File: src/rtl/subch_route_pkg.sv
package subch_route_pkg;
   localparam int ID_W    = 16;
   localparam int NUM_ENG = 3;
   localparam int ENG_2D  = 0;
   localparam int ENG_3D  = 1;
   localparam int ENG_CP  = 2;

   typedef logic [ID_W-1:0] eng_id_t;

   // Engine identifier matched by each output port, indexed by port number
   localparam eng_id_t ENG_ID [NUM_ENG] = '{16'h902D, 16'hB197, 16'hB1C0};
endpackage

File: src/rtl/subch_route_tbl.sv
module subch_route_tbl
   import subch_route_pkg::*;
#(
   parameter int SUBCH_W   = 3,
   parameter int NUM_SUBCH = 8
) (
   input  logic               clk,
   input  logic               rst_n,
   input  logic               wr_en,
   input  logic [SUBCH_W-1:0] idx,
   input  eng_id_t            wr_id,
   output logic               ent_valid,
   output eng_id_t            ent_id
);
   logic [NUM_SUBCH-1:0] vld;
   eng_id_t              ids [NUM_SUBCH];

   for (genvar i = 0; i < NUM_SUBCH; i++) begin : g_ent
      logic    v_q;
      eng_id_t id_q;
      always_ff @(posedge clk or negedge rst_n) begin
         if (!rst_n) begin
            v_q  <= 1'b0;
            id_q <= '0;
         end else if (wr_en && idx == SUBCH_W'(i)) begin
            v_q  <= 1'b1;
            id_q <= wr_id;
         end
      end
      assign vld[i] = v_q;
      assign ids[i] = id_q;
   end

   assign ent_valid = vld[idx];
   assign ent_id    = ids[idx];
endmodule

File: src/rtl/subch_route_dec.sv
module subch_route_dec
   import subch_route_pkg::*;
#(
   parameter int METHOD_W   = 13,
   parameter int RESV_LIMIT = 256
) (
   input  logic                wr_valid,
   input  logic [METHOD_W-1:0] wr_method,
   input  logic                ent_valid,
   input  eng_id_t             ent_id,
   output logic                tbl_wr,
   output logic [NUM_ENG-1:0]  fire,
   output logic                set_dbl,
   output logic                set_unb,
   output logic                set_res,
   output logic                set_unk
);
   localparam logic [METHOD_W-1:0] RESV_M = METHOD_W'(RESV_LIMIT);

   logic               is_bind, is_resv, is_fwd;
   logic [NUM_ENG-1:0] match;

   assign is_bind = wr_valid && (wr_method == '0);
   assign is_resv = wr_valid && (wr_method != '0) && (wr_method < RESV_M);
   assign is_fwd  = wr_valid && (wr_method >= RESV_M);

   for (genvar e = 0; e < NUM_ENG; e++) begin : g_match
      assign match[e] = (ent_id == ENG_ID[e]);
   end

   assign tbl_wr  = is_bind && !ent_valid;
   assign set_dbl = is_bind && ent_valid;
   assign set_res = is_resv;
   assign set_unb = is_fwd && !ent_valid;
   assign set_unk = is_fwd && ent_valid && (match == '0);
   assign fire    = (is_fwd && ent_valid) ? match : '0;
endmodule

File: src/rtl/subch_route_port.sv
module subch_route_port #(
   parameter int METHOD_W = 13,
   parameter int DATA_W   = 32
) (
   input  logic                clk,
   input  logic                rst_n,
   input  logic                fire,
   input  logic [METHOD_W-1:0] method_in,
   input  logic [DATA_W-1:0]   data_in,
   output logic                valid_q,
   output logic [METHOD_W-1:0] method_q,
   output logic [DATA_W-1:0]   data_q
);
   always_ff @(posedge clk or negedge rst_n) begin
      if (!rst_n) begin
         valid_q  <= 1'b0;
         method_q <= '0;
         data_q   <= '0;
      end else begin
         valid_q <= fire;
         if (fire) begin
            method_q <= method_in;
            data_q   <= data_in;
         end
      end
   end
endmodule

File: src/rtl/subch_route.sv
module subch_route
   import subch_route_pkg::*;
#(
   parameter int METHOD_W   = 13,
   parameter int SUBCH_W    = 3,
   parameter int NUM_SUBCH  = 8,
   parameter int DATA_W     = 32,
   parameter int RESV_LIMIT = 256
) (
   input  logic                clk,
   input  logic                rst_n,
   input  logic                wr_valid,
   input  logic [METHOD_W-1:0] wr_method,
   input  logic [SUBCH_W-1:0]  wr_subch,
   input  logic [DATA_W-1:0]   wr_data,
   output logic                e2d_valid,
   output logic [METHOD_W-1:0] e2d_method,
   output logic [DATA_W-1:0]   e2d_data,
   output logic                e3d_valid,
   output logic [METHOD_W-1:0] e3d_method,
   output logic [DATA_W-1:0]   e3d_data,
   output logic                ecp_valid,
   output logic [METHOD_W-1:0] ecp_method,
   output logic [DATA_W-1:0]   ecp_data,
   output logic                err_double_bind,
   output logic                err_unbound,
   output logic                err_reserved,
   output logic                err_unknown
);
   if (NUM_SUBCH != (1 << SUBCH_W)) begin : g_bad_subch
      $error("NUM_SUBCH must equal 2**SUBCH_W");
   end
   if (RESV_LIMIT < 1 || RESV_LIMIT >= (1 << METHOD_W)) begin : g_bad_resv
      $error("RESV_LIMIT must lie inside the method range");
   end
   if (DATA_W < ID_W) begin : g_bad_data
      $error("DATA_W must hold an engine ID");
   end

   logic               ent_valid;
   eng_id_t            ent_id;
   logic               tbl_wr;
   logic [NUM_ENG-1:0] fire;
   logic               set_dbl, set_unb, set_res, set_unk;

   logic                port_v [NUM_ENG];
   logic [METHOD_W-1:0] port_m [NUM_ENG];
   logic [DATA_W-1:0]   port_d [NUM_ENG];

   subch_route_tbl #(
      .SUBCH_W   (SUBCH_W),
      .NUM_SUBCH (NUM_SUBCH)
   ) i_tbl (
      .clk       (clk),
      .rst_n     (rst_n),
      .wr_en     (tbl_wr),
      .idx       (wr_subch),
      .wr_id     (wr_data[ID_W-1:0]),
      .ent_valid (ent_valid),
      .ent_id    (ent_id)
   );

   subch_route_dec #(
      .METHOD_W   (METHOD_W),
      .RESV_LIMIT (RESV_LIMIT)
   ) i_dec (
      .wr_valid  (wr_valid),
      .wr_method (wr_method),
      .ent_valid (ent_valid),
      .ent_id    (ent_id),
      .tbl_wr    (tbl_wr),
      .fire      (fire),
      .set_dbl   (set_dbl),
      .set_unb   (set_unb),
      .set_res   (set_res),
      .set_unk   (set_unk)
   );

   for (genvar e = 0; e < NUM_ENG; e++) begin : g_port
      subch_route_port #(
         .METHOD_W (METHOD_W),
         .DATA_W   (DATA_W)
      ) i_port (
         .clk       (clk),
         .rst_n     (rst_n),
         .fire      (fire[e]),
         .method_in (wr_method),
         .data_in   (wr_data),
         .valid_q   (port_v[e]),
         .method_q  (port_m[e]),
         .data_q    (port_d[e])
      );
   end

   assign e2d_valid  = port_v[ENG_2D];
   assign e2d_method = port_m[ENG_2D];
   assign e2d_data   = port_d[ENG_2D];
   assign e3d_valid  = port_v[ENG_3D];
   assign e3d_method = port_m[ENG_3D];
   assign e3d_data   = port_d[ENG_3D];
   assign ecp_valid  = port_v[ENG_CP];
   assign ecp_method = port_m[ENG_CP];
   assign ecp_data   = port_d[ENG_CP];

   always_ff @(posedge clk or negedge rst_n) begin
      if (!rst_n) begin
         err_double_bind <= 1'b0;
         err_unbound     <= 1'b0;
         err_reserved    <= 1'b0;
         err_unknown     <= 1'b0;
      end else begin
         err_double_bind <= err_double_bind | set_dbl;
         err_unbound     <= err_unbound     | set_unb;
         err_reserved    <= err_reserved    | set_res;
         err_unknown     <= err_unknown     | set_unk;
      end
   end
endmodule

File: config.mk
export PLATFORM = sky130hd
export DESIGN_NAME = subch_route
export DESIGN_NICKNAME = d
export VERILOG_FILES = /design/src/rtl/subch_route_pkg.sv /design/src/rtl/subch_route_tbl.sv /design/src/rtl/subch_route_dec.sv /design/src/rtl/subch_route_port.sv /design/src/rtl/subch_route.sv
export SDC_FILE = /design/constraint.sdc
export NUM_CORES = 1
export LEC_CHECK = 0
export BUFFER_PORTS_ARGS = -buffer_cell sky130_fd_sc_hd__buf_4
export CAP_MARGIN = 20
export CORE_ASPECT_RATIO = 0.75
export CORE_UTILIZATION = 61
export DETAILED_ROUTE_END_ITERATION = 10
export PLACE_DENSITY = 0.85
export SYNTH_ARGS = -nofsm -noshare
export SYNTH_HDL_FRONTEND = slang
export SYNTH_SLANG_ARGS = --single-unit
File: constraint.sdc
create_clock -name clk -period 6.18 [get_ports clk]
set_input_delay 0.618 -clock clk [delete_from_list [all_inputs] [get_ports clk]]
set_output_delay 0.618 -clock clk [all_outputs]
set_load 0.02 [all_outputs]
==> flow_metrics.env <==
export IMPL_path_clk_slew_ns=0.06
export IMPL_tightestPinTransition_ns=1.17
export IMPL_grt_overflow=0
export IMPL_critical_path_arrival_ns=4.35
export IMPL_combPwrFrac_pct=3.7
export IMPL_yosysTopAreaCellShare_pct=59.9
export IMPL_cts_setup_buffers=0
export IMPL_ys_seq_area_share_pct=59.9
export IMPL_final_layout_size_suffix_gt1_share_pct=56.5
export IMPL_ys_async_sr_fraction_pct=100
export IMPL_synthFlopType="dfrtp_1"
export IMPL_status="completed"
export IMPL_grt_pass1_wl_mm=42.2
export IMPL_synthCells=749
export IMPL_hold_viol_final=0
export IMPL_wl_mm=26.3
export IMPL_power_density_nw_per_um2=257
export IMPL_dieArea_sq_um=19600
export IMPL_diodes=0
export IMPL_synth_cell_types=51
export IMPL_p_leak_uw=0.00732
export IMPL_max_clock_path_buffers=3
export IMPL_cp_end_kind="flip-flop"
export IMPL_die_h_um=122
export IMPL_firstDrtPassIters=5
export IMPL_relSlewSlack_pct=21.7
export IMPL_yosys_area_top_type="dfrtp_1"
export IMPL_ys_ff_latch=278
export IMPL_grt_max_degree=156
export IMPL_whs_ns=0.242
export IMPL_ant_nets=0
export IMPL_wl_per_cell_um=22.1
export IMPL_p_sw_share_pct=21.1
export IMPL_gp_congestion=0.816
export IMPL_startpoint_type="input pin"
export IMPL_route_detailed_drc=0
export IMPL_p_sw_uw=759
export IMPL_worst_slack_ns=2.25
export IMPL_cts_hold_buf=0
export IMPL_utilization_pct=75.7
export IMPL_htree_levels=1
export IMPL_cts_repair_resized=0
export IMPL_finClkSkew_ns=0.0159
export IMPL_cts_made_buffers=26
export IMPL_syn_area_per_cell_sq_um=15.5
export IMPL_synth_area_top_cells="dfrtp_1 60%, mux2_2 25%, mux4_2 3.9%"
export IMPL_antenna_found_initial=1
export IMPL_pin_count=193
export IMPL_initial_core_util_pct=62.6
export IMPL_insertion_delay_ns=0.53
export IMPL_die_x_um=161
export IMPL_setup_viol=0
export IMPL_dp_hpwl_mm=16.9
export IMPL_io_buffers=192
export IMPL_worstSetupPathType="input pin to flip-flop"
export IMPL_layout_nets=976
export IMPL_period_needed_ns=3.93
export IMPL_path_max_fanout=57
export IMPL_cts_tree="done"
export IMPL_maxCapViolCount=0
export IMPL_drt_iter0_markers=457
export IMPL_pwr_share_clk_pct=45.7
export IMPL_slew_violations=0
export IMPL_ys_warn_count=0
export IMPL_root_buffer="clkbuf_16"
export IMPL_period_share_pct=63.6
export IMPL_area_growth_pct=20.9
export IMPL_crit_required_ns=6.59
export IMPL_syn_area_sq_um=11600
export IMPL_grtUsageTotal_pct=27.8
export IMPL_clock_sinks=278
export IMPL_synth_nets=800
export IMPL_rows=43
export IMPL_core_area_sq_um=18600
export IMPL_rsz0062_at_grt="false"
export IMPL_intPower_uw=2850
export IMPL_vias=7027
export IMPL_fmax_mhz=254
export IMPL_vias_per_cell=5.91
export IMPL_detailedPlace_worstSlack_ns=1.70
export IMPL_synth_edff_count=0
export IMPL_ir_drop_v=0.000218
export IMPL_sequentialPowerShare_pct=50.6
export IMPL_tns_ns=0
export IMPL_hold_path_class="input pin to asynchronous set/reset pin"
export IMPL_first_global_vias=7648
[worst max-delay path: stages]
cell and delay (ns):
buf_4 0.60, mux4_2 0.59, mux2i_1 0.13, o21ai_0 0.10, or4_1 0.64, nor4_4 0.88, buf_12 0.31, mux2_2 0.38
[Yosys cell counts, types with 3 or more instances]
master      n
o21ai_0     5
nor2_1     15
mux2_1     12
dfrtp_1   278
nor2b_1     3
inv_1       3
mux2i_1     8
nor4_4      3
nand2b_1    9
buf_2      13
nor4_1      4
clkbuf_1   21
nand3_1    11
buf_6      14
nor3_1      8
nand2_1    14
or2_2       5
mux4_2     20
mux2_2    257
nand4_1     3
a21oi_1     3
[logic make-up (layout without fill, tap and decap cells)]
logic type / after synthesis / in the layout / share of synthesized area [%]
DFF: 278 / 278 / 59.9
muxes: 297 / 297 / 30.6
buffers and inverters: 54 / 247 / 2.85
AOI/OAI and AO/OA: 31 / 31 / 2.00
and+or+nand+nor: 89 / 89 / 4.61
[through the flow]
stage,instance area (sq um),total power (uW),instances
after floorplan,11600,1910,749
after global placement,13100,1980,1143
after detailed placement,13100,1990,1143
after CTS,14000,3630,1188
after global routing,14000,3720,1189
final,14000,3600,1189
[metal layers]
layer / track usage, % / wire [um] / share of wire [%] / vias up
met5: 0 / 0 / 0 / -
met4: 7.43 / 505 / 1.9 / 0
met3: 5.50 / 1580 / 6.0 / 44
met2: 44.4 / 12700 / 48 / 241
met1: 39.4 / 11500 / 44 / 3660
li1: - / - / - / 3082
[final cells by class]
cell class	count	area, sq um
clock buffers	38	766
clock inverters	7	126
fillers	1096	4510
inverters	3	11.3
multi-input cells	417	4350
flip-flops and latches	278	6960
well taps	247	309
repair buffers	199	1530
[cells in the final DEF (no fill, tap or decap), drive strengths merged, types with 2 or more instances in the layout]
master    count
o31ai         2
nor4          8
nand3        11
clkbuf       38
nand2b        9
nor2         15
mux4         20
o22ai         2
o21ai         5
mux2i         8
and2          2
nor2b         3
or2           5
nand4         3
o311ai        2
buf         199
a211o         2
bufinv        3
or3b          2
clkinv        2
dfrtp       278
a21oi         3
a32oi         2
nor3         10
inv           3
mux2        269
o32a          2
nand2        14
clkinvlp      2
[final timing paths]
kind / cells after the start / end / start / slack (ns)
max: 8 / g_port[1].i_port.data_q[30] / wr_subch[1] / 2.25
max in group asynchronous: 2 / i_tbl.g_ent[3].id_q[11] / rst_n / 4.61
min in group clk: 2 / g_port[1].i_port.data_q[18] / wr_data[18] / 0.34
max reg2reg: 7 / g_port[1].i_port.data_q[30] / i_tbl.g_ent[1].id_q[10] / 2.34
min reg2reg: 1 / i_tbl.g_ent[7].v_q / i_tbl.g_ent[7].v_q / 0.46
min: 1 / g_port[0].i_port.data_q[1] / rst_n / 0.24
[state kept, by name, indices dropped and copies added (netlist names)]
name                    cells
i_tbl.g_ent.id_q          128
g_port.i_port.data_q       96
g_port.i_port.method_q     39
i_tbl.g_ent.v_q             8
g_port.i_port.valid_q       3
err_double_bind             1
err_reserved                1
err_unbound                 1
err_unknown                 1
[power by group through the flow]
stage	Sequential [uW]	Clock, uW	Combinational [uW]
finish	1820	1650	133
floorplan	1860	0	48.1
CTS	1820	1670	134
detailed placement	1860	0	133
global placement	1860	0	127
global route	1820	1750	147
Note: power is estimated with default switching activity, not from simulation.
